===== src/rtl/plp_pkg.sv =====
package plp_pkg;

  typedef enum logic [1:0] {
    ST_OFF  = 2'd0,
    ST_INIT = 2'd1,
    ST_RUN  = 2'd2
  } plpState_e;

  // Strobes from control to datapath, at most one set per cycle
  typedef struct packed {
    logic clearCnt;   // enabling edge: start a fresh count
    logic countEdge;  // a programming rising edge was seen
    logic commit;     // high-hold interval elapsed: latch the count
    logic restore;    // shutdown low detected: back to default
  } plpStrobe_t;

endpackage


===== src/rtl/plp_ctrl.sv =====
module plp_ctrl
  import plp_pkg::*;
#(
  parameter int CLK_HZ      = 200_000_000,
  parameter int INIT_US     = 400,
  parameter int STORE_US    = 55,
  parameter int OFF_US      = 55,
  parameter int SYNC_STAGES = 2
) (
  input  logic       clk,
  input  logic       rstN,
  input  logic       ctrlIn,
  output logic       enable,
  output plpStrobe_t strobe
);

  localparam int CYC_PER_MS = CLK_HZ / 1000;
  localparam int INIT_RAW   = CYC_PER_MS * INIT_US / 1000;
  localparam int STORE_RAW  = CYC_PER_MS * STORE_US / 1000;
  localparam int OFF_RAW    = CYC_PER_MS * OFF_US / 1000;
  localparam int INIT_CYC   = (INIT_RAW  < 2) ? 2 : INIT_RAW;
  localparam int STORE_CYC  = (STORE_RAW < 2) ? 2 : STORE_RAW;
  localparam int OFF_CYC    = (OFF_RAW   < 2) ? 2 : OFF_RAW;
  localparam int MAX_A      = (INIT_CYC > STORE_CYC) ? INIT_CYC : STORE_CYC;
  localparam int MAX_CYC    = (MAX_A > OFF_CYC) ? MAX_A : OFF_CYC;
  localparam int TMR_W      = $clog2(MAX_CYC + 1);
  localparam int SYNC_N     = (SYNC_STAGES < 2) ? 2 : SYNC_STAGES;

  localparam logic [TMR_W-1:0] INIT_LAST  = TMR_W'(INIT_CYC - 1);
  localparam logic [TMR_W-1:0] STORE_LAST = TMR_W'(STORE_CYC - 1);
  localparam logic [TMR_W-1:0] OFF_LAST   = TMR_W'(OFF_CYC - 1);

  logic [SYNC_N-1:0] syncQ;
  logic              lineD;
  logic              lineNow;
  logic              rise;

  plpState_e        stQ;
  logic [TMR_W-1:0] initCnt;
  logic [TMR_W-1:0] lowCnt;
  logic [TMR_W-1:0] hiCnt;
  logic             pending;

  // Synchroniser chain, depth chosen by parameter
  always_ff @(posedge clk or negedge rstN) begin
    if (!rstN) begin
      syncQ <= '0;
      lineD <= 1'b0;
    end else begin
      syncQ <= {syncQ[SYNC_N-2:0], ctrlIn};
      lineD <= syncQ[SYNC_N-1];
    end
  end

  assign lineNow = syncQ[SYNC_N-1];
  assign rise    = lineNow & ~lineD;

  always_comb begin
    strobe = '0;
    if (stQ == ST_OFF) begin
      strobe.clearCnt = rise;
    end else if (!lineNow && lowCnt == OFF_LAST) begin
      strobe.restore = 1'b1;
    end else if (rise && stQ == ST_RUN) begin
      strobe.countEdge = 1'b1;
    end else if (lineNow && !rise && pending && hiCnt == STORE_LAST) begin
      strobe.commit = 1'b1;
    end
  end

  always_ff @(posedge clk or negedge rstN) begin
    if (!rstN) begin
      stQ     <= ST_OFF;
      initCnt <= '0;
      lowCnt  <= '0;
      hiCnt   <= '0;
      pending <= 1'b0;
    end else if (stQ == ST_OFF) begin
      if (rise) begin
        stQ     <= ST_INIT;
        initCnt <= '0;
        lowCnt  <= '0;
        hiCnt   <= TMR_W'(1);
        pending <= 1'b1;
      end
    end else begin
      if (stQ == ST_INIT) begin
        if (initCnt == INIT_LAST) stQ <= ST_RUN;
        else                      initCnt <= initCnt + 1'b1;
      end
      if (lineNow) begin
        lowCnt <= '0;
        if (rise) begin
          hiCnt <= TMR_W'(1);
          if (stQ == ST_RUN) pending <= 1'b1;
        end else if (hiCnt != STORE_LAST) begin
          hiCnt <= hiCnt + 1'b1;
        end
        if (strobe.commit) pending <= 1'b0;
      end else begin
        lowCnt <= lowCnt + 1'b1;
      end
      if (strobe.restore) begin
        stQ     <= ST_OFF;
        pending <= 1'b0;
        lowCnt  <= '0;
      end
    end
  end

  assign enable = (stQ != ST_OFF);

endmodule


===== src/rtl/plp_datapath.sv =====
module plp_datapath
  import plp_pkg::*;
#(
  parameter int CODE_W     = 5,
  parameter int MV_W       = 16,
  parameter int DEFAULT_MV = -4000,
  parameter int FIRST_MV   = -4400,
  parameter int STEP_MV    = 100
) (
  input  logic                   clk,
  input  logic                   rstN,
  input  plpStrobe_t             strobe,
  output logic [CODE_W-1:0]      codeQ,
  output logic signed [MV_W-1:0] mvQ,
  output logic                   validQ
);

  localparam logic [CODE_W-1:0] MAX_CODE = {CODE_W{1'b1}};

  logic [CODE_W-1:0] edgeCnt;

  function automatic logic signed [MV_W-1:0] codeToMv(input logic [CODE_W-1:0] c);
    if (c == '0) return MV_W'(DEFAULT_MV);
    return MV_W'(FIRST_MV + STEP_MV * (int'(c) - 1));
  endfunction

  always_ff @(posedge clk or negedge rstN) begin
    if (!rstN) begin
      edgeCnt <= '0;
      codeQ   <= '0;
      mvQ     <= MV_W'(DEFAULT_MV);
      validQ  <= 1'b0;
    end else begin
      validQ <= 1'b0;
      if (strobe.restore) begin
        edgeCnt <= '0;
        codeQ   <= '0;
        mvQ     <= MV_W'(DEFAULT_MV);
        validQ  <= 1'b1;
      end else if (strobe.commit) begin
        codeQ   <= edgeCnt;
        mvQ     <= codeToMv(edgeCnt);
        validQ  <= 1'b1;
        edgeCnt <= '0;
      end else if (strobe.clearCnt) begin
        edgeCnt <= '0;
      end else if (strobe.countEdge && edgeCnt != MAX_CODE) begin
        edgeCnt <= edgeCnt + 1'b1;
      end
    end
  end

endmodule


===== src/rtl/pulse_level_prog.sv =====
module pulse_level_prog
  import plp_pkg::*;
#(
  parameter int CLK_HZ      = 200_000_000,
  parameter int INIT_US     = 400,
  parameter int STORE_US    = 55,
  parameter int OFF_US      = 55,
  parameter int SYNC_STAGES = 2,
  parameter int CODE_W      = 5,
  parameter int MV_W        = 16,
  parameter int DEFAULT_MV  = -4000,
  parameter int FIRST_MV    = -4400,
  parameter int STEP_MV     = 100
) (
  input  logic                   clk,
  input  logic                   rstN,
  input  logic                   ctrlLine,
  output logic                   enable,
  output logic [CODE_W-1:0]      setpointCode,
  output logic signed [MV_W-1:0] setpointMv,
  output logic                   codeValid
);

  plpStrobe_t strobe;

  plp_ctrl #(
    .CLK_HZ(CLK_HZ), .INIT_US(INIT_US), .STORE_US(STORE_US),
    .OFF_US(OFF_US), .SYNC_STAGES(SYNC_STAGES)
  ) u_ctrl (
    .clk(clk), .rstN(rstN), .ctrlIn(ctrlLine),
    .enable(enable), .strobe(strobe)
  );

  plp_datapath #(
    .CODE_W(CODE_W), .MV_W(MV_W), .DEFAULT_MV(DEFAULT_MV),
    .FIRST_MV(FIRST_MV), .STEP_MV(STEP_MV)
  ) u_dp (
    .clk(clk), .rstN(rstN), .strobe(strobe),
    .codeQ(setpointCode), .mvQ(setpointMv), .validQ(codeValid)
  );

endmodule


===== config.mk =====
export PLATFORM = sky130hd
export DESIGN_NAME = pulse_level_prog
export DESIGN_NICKNAME = d
export VERILOG_FILES = /design/src/rtl/plp_pkg.sv /design/src/rtl/plp_ctrl.sv /design/src/rtl/plp_datapath.sv /design/src/rtl/pulse_level_prog.sv
export SDC_FILE = /design/constraint.sdc
export NUM_CORES = 1
export LEC_CHECK = 0
export BUFFER_PORTS_ARGS = -buffer_cell sky130_fd_sc_hd__buf_2
export CAP_MARGIN = 20
export CORE_ASPECT_RATIO = 1.4
export CORE_MARGIN = 2
export CORE_UTILIZATION = 56
export DETAILED_ROUTE_END_ITERATION = 10
export PLACE_DENSITY = 0.84
export SLEW_MARGIN = 20
export SYNTH_ARGS = -nofsm -noshare
export SYNTH_HDL_FRONTEND = slang
export SYNTH_SLANG_ARGS = --single-unit

===== constraint.sdc =====
create_clock -name clk -period 4.4 [get_ports clk]
set_input_delay 0 -clock clk [delete_from_list [all_inputs] [get_ports clk]]
set_output_delay 0 -clock clk [all_outputs]
set_load 0.02 [all_outputs]

Word-level counts from Yosys, hierarchy flattened

Cells that the tools add are included.

Register bits: 84
Logic and storage cells: 100
Input port bits: 3

Eq/ne operators: 9
Multiplexer cells: 46
Reductions and logical operators: 25
Bitwise operators: 2
Add/subtract/negate cells: 6
Multiply operators: 1

Operator list:

| operator                 | number |
|---|---|
| $mux W17                 | 12 |
| $mux W16                 | 4 |
| $add A17 B1 Y17 const B  | 3 |
| $eq A17 B14 Y1 const B   | 2 |
| $mul A6 B32 Y14 const A  | 1 |
| $mux W5                  | 6 |
| $eq A17 B17 Y1 const B   | 1 |
| $mux W1                  | 17 |
| $ne A17 B14 Y1 const B   | 1 |
| $add A14 B16 Y16 const A | 1 |
| $mux W2                  | 6 |
| $reduce_bool A3 Y1       | 4 |
| $reduce_bool A2 Y1       | 5 |
| $reduce_and A3 Y1        | 3 |
| $reduce_bool A4 Y1       | 2 |
| $logic_and A1 B1 Y1      | 6 |
| $sub A5 B1 Y6 const B    | 1 |
| $add A5 B1 Y5 const B    | 1 |
| $logic_not A5 Y1         | 1 |
| $ne A5 B5 Y1 const B     | 1 |
| $ne A2 B1 Y1 const B     | 2 |
| $reduce_and A4 Y1        | 1 |
| $mux W3                  | 1 |
| $eq A2 B1 Y1 const B     | 1 |
| other kinds (5)          | 6 |

Logic depth before layout (Yosys ltp)

Word-level depth: 15
Depth in mapped cells: 18
Mapped depth without buffers: 18

Cells and area by module

Synthesis repeated with hierarchy kept, for this count alone.

Cell total of the unflattened synthesis: 498
Area, all modules: 4755.8 um^2

By module, submodules not included:

| module       | cells each | area an instance (um^2) | times used |
|---|---|---|---|
| plp_ctrl     | 325        | 3014.1                  | 1 |
| plp_datapath | 173        | 1741.7                  | 1 |

Least setup slack after synthesis

OpenSTA, ideal clock, no wires.

Path kind: register to register
Start: reg u_dp.edgeCnt[0]
End: reg u_dp.mvQ[15]
Arrival: 4119 ps
Path slack: 208 ps
Buffers on the path: 0
Stages on the path, launching flop included: 19
Required time: 4327 ps
Path through: dfrtp_1 -> inv_1 -> ha_1 -> inv_1 -> nor4_1 -> or2_2 -> ha_1 -> inv_1 -> fa_1 -> inv_1 -> ha_1 -> ha_1 -> nor2b_1 -> o21a_1 -> or3_2 -> a211oi_1 -> o21ai_2 -> xor2_1 -> a21oi_1

Longest elaborated chain between the ends: 7
Elaborated cells on any way between the ends: 10

RTL lines:

| element                                                 | line               | source |
|---|---|---|
| start, declared                                         | plp_datapath.sv:20 | `logic [CODE_W-1:0] edgeCnt;` |
| start signal, assigned                                  | plp_datapath.sv:48 | `edgeCnt <= edgeCnt + 1'b1;` |
| branches (longest 4 deep; another with $mul A6 B32 Y14) | --                 |  |
| $mux W16 *                                              | plp_datapath.sv:24 | `return MV_W'(FIRST_MV + STEP_MV * (int'(c) - 1));` |
| $mux W16 *                                              | plp_datapath.sv:40 | `end else if (strobe.commit) begin` |
| $mux W16 *                                              | plp_datapath.sv:35 | `if (strobe.restore) begin` |
| end signal, assigned                                    | plp_datapath.sv:31 | `mvQ <= MV_W'(DEFAULT_MV);` |
| end signal, assigned                                    | plp_datapath.sv:38 | `mvQ <= MV_W'(DEFAULT_MV);` |
| end signal, assigned                                    | plp_datapath.sv:42 | `mvQ <= codeToMv(edgeCnt);` |
| end, declared                                           | plp_datapath.sv:14 | `output logic signed [MV_W-1:0] mvQ,` |

Every way passes the cells marked *. The select of a mux whose other input is x is not followed.
A chain may end at the register's enable or synchronous reset.

Worst setup path after layout

Start: reg u_dp.edgeCnt[1]
End: reg u_dp.mvQ[15]

Same word-level chain as after synthesis.

==> impl_results.md <==
- Status: completed
- Seq/Total Area, Yosys: 43.4%
- Num Clock Sinks: 82
- H-tree depth: 3
- Tcrit/Tclk final: 95.9%
- Worst slack at placement: 22.8 ps
- Most used DFF post-synth: dfrtp_1
- Worst Path Max Fanout: 5
- First-pass GRT wire length: approximately 18,000 microns
- Critical path class: reg -> reg
- GRT overflow: 0
- Final setup vio count: 0
- Worst Hold Class: in -> async
- Post-route minimum period: 4220 ps
- Clock Root Buffer: clkbuf_16
- CTS tree: done
- Clock Pin Slew Worst Setup and Hold Paths: 60 ps
- RSZ-0062 raised after global routing: no
- Core box area: 0.00820 sq mm
- Finished Layout Cells: 657
- Ys async rst share: 100%
- # nets final: roughly 580
- Routed length per instance: 15.9 microns
- DR iter-0 viols: 283
- Final Hold Fails: 0
- DR DRC count: 0
- Die area: 0.00925 sq mm
- Post-synth EDFFs: 0
- Synth Warn #: 0
- Cells along the critical path: buf_4 > or3_1 > buf_4 > nor3_4 > inv_4 > fa_1 > inv_1 > ha_1 > ha_1 > inv_1 > fa_2 > nor2b_1 > o41ai_1 > mux2i_2 > nor2_1 > o21ai_2 > xor2_1 > a21oi_1
- Setup tns final: 0 ps
- WL final: 10,500 microns
- Worst skew pair latency: 350 ps
- Initial Util: 58.0%
- WP data arrival: 4470 ps
- DRT Pass-1 Iters: 6
- Final Instance Area: 0.00532 sq mm
- Initial antenna violation count: 0
- Chip Height: between 100 and 150 microns
- Antenna Cells: 0
- Final hold slack: 255 ps
- #FFs+latches synth: 82
- Fraction of layout cells with a size suffix above 1: 13.0%
- Max incr delay on CP: ~520 ps
- Post-Syn Instances: 519
- Startpoint types: flop
- Syn avg cell area: 9.15 sq um
- Pin count of the biggest net entering global routing: just over 80
- Site Rows: 39
- Max Cap Viol: 0
- Tot GR Track Use: 24.1%
- GP Congestion: 0.908
- Hpwl dp: between 7000 and 8000 microns
- Inst Count DP: approximately 640
- WP data required: 4650 ps
- Synth cell types: 64
- Number of global-route vias before repair: 3,913
- IO buf count: 23
- Cell Area, Placed: around 0.0050 sq mm
- Normalized max-slew margin: 30.7%
- Fin Clk Skew: 10.2 ps
- Final setup margin: about 180 ps
- Final Util: 64.9%
- Area growth syn-to-layout: 11.9%
- Top-area cell type share of the netlist area: about two fifths
- Final ANT Viol Nets: 0
- Fmax: approximately 0.24 GHz
- Ports: 26
- Vias per cell: 5.95
- Most frequent cells in the layout: nor2_1, dfrtp_1, nand2_1
- Area leader, netlist: dfrtp_1
- CTS Buf Count: 9
- Lkg Pwr: 2.44 nW
- Slew Limit Fails: 0
- Slowest-stage cell, CP: fa_1
- Via count of the routed design: approximately 3,900
- Mapped Area: 0.00475 sq mm
- Worst IR Drop VDD: 0.229 mV
- Slew @ Worst Pin: 1040 ps
- Worst-case clock buffer depth: 2
- Crit. End Element: flop
- Area contributors post-synth: dfrtp_1, ha_1, nor2_1
- Die X-Extent: 81.8 microns
- Pwr/cell area: 335 mW/mm^2
- Overall power: 1.78 mW
==> Yosys cell counts, types with 2 or more instances <==
| master | number |
|---|---|
| a211oi_1 | 5 |
| a21o_1 | 2 |
| a21oi_1 | 26 |
| a31oi_1 | 2 |
| and2_1 | 5 |
| and3_1 | 10 |
| and4b_1 | 2 |
| buf_2 | 3 |
| buf_4 | 2 |
| buf_6 | 2 |
| clkbuf_1 | 6 |
| dfrtp_1 | 76 |
| dfstp_2 | 6 |
| fa_1 | 4 |
| ha_1 | 25 |
| inv_1 | 22 |
| inv_2 | 2 |
| mux2i_1 | 3 |
| nand2_1 | 59 |
| nand2b_1 | 4 |
| nand3_1 | 23 |
| nand3b_1 | 2 |
| nand4_1 | 9 |
| nor2_1 | 76 |
| nor3_1 | 6 |
| nor4_1 | 4 |
| nor4b_1 | 4 |
| o21ai_0 | 28 |
| o21ai_1 | 5 |
| o22ai_1 | 2 |
| o31a_1 | 2 |
| o31ai_1 | 6 |
| or3_1 | 9 |
| xnor2_1 | 20 |
| xor2_1 | 28 |
==> final cells by class <==
cell class              instances  area, sq um
clock inverters                 7         55.1
repair buffers                 33          201
inverters                      25          101
well taps                     102          128
clock buffers                   9          225
multi-input cells             399         2550
flip-flops and latches         82         2060
fillers                       622         2880
==> repair_timing <==
action,4_1_cts,5_1_grt
hold buffers,2,0
buffers inserted,0,2
setup endpoints to repair,1,5
gates resized for setup,1,7
pin swaps,0,2
endpoints found under the hold margin,77,0
==> metal layers <==
| layer | part of all wire (%) | GRT usage [%] | vias to the layer above |
|---|---|---|---|
| met5 | 0 | 0 | - |
| met4 | 3.4 | 12.7 | 0 |
| met3 | 3.9 | 4.47 | 29 |
| met2 | 53 | 41.6 | 113 |
| met1 | 39 | 27.8 | 1917 |
| li1 | - | - | 1852 |
==> cell families (layout without fill, tap and decap cells) <==
kind of cell | Yosys count | after routing | synth area share (%)
and+or+nand+nor | 227 | 227 | 23.2
AOI/OAI and AO/OA | 88 | 88 | 11.0
DFF | 82 | 82 | 43.3
xor gates and xnor gates | 49 | 49 | 9.19
buffers and inverters | 39 | 74 | 3.95
adders and majority gates | 29 | 29 | 8.27
muxes | 4 | 4 | 0.922
other | 1 | 2 | 0.0789
==> worst max-delay path, delay by kind of cell, from the launching register on <==
kind,cells,cell delay [ps]
DFF,1,410
and+or+nand+nor,4,710
AOI/OAI and AO/OA,3,680
xor gates and xnor gates,1,180
buffers and inverters,5,540
adders and majority gates,4,1230
muxes,1,380
==> worst paths after layout <==
kind	slack [ps]	cells after the start	to	start
max reg2reg	180	18	u_dp.mvQ[15]	u_dp.edgeCnt[1]
max	180	18	u_dp.mvQ[15]	u_dp.edgeCnt[1]
min in group clk	300	2	u_ctrl.syncQ[0]	ctrlLine
min reg2reg	350	0	u_ctrl.syncQ[1]	u_ctrl.syncQ[0]
max in group asynchronous	3650	2	u_ctrl.initCnt[8]	rstN
min	250	2	u_dp.codeQ[1]	rstN
==> report_power, final <==
| group | leakage, nW | internal [mW] | switching (mW) | total (mW) |
|---|---|---|---|---|
| clock | 0.132 | 0.386 | 0.322 | 0.707 |
| sequential | 1.09 | 0.806 | 0.0623 | 0.868 |
| combinational | 1.22 | 0.0768 | 0.129 | 0.206 |
==> sequential cells by signal, indices dropped and copies added (netlist names) <==
name,flops
u_ctrl.lowCnt,17
u_ctrl.pending,1
u_dp.edgeCnt,5
u_dp.codeQ,5
u_ctrl.syncQ,2
u_dp.validQ,1
u_ctrl.initCnt,17
u_ctrl.hiCnt,17
u_ctrl.lineD,1
u_dp.mvQ,14
u_ctrl.stQ,2
(Power assumes the default switching activity.)
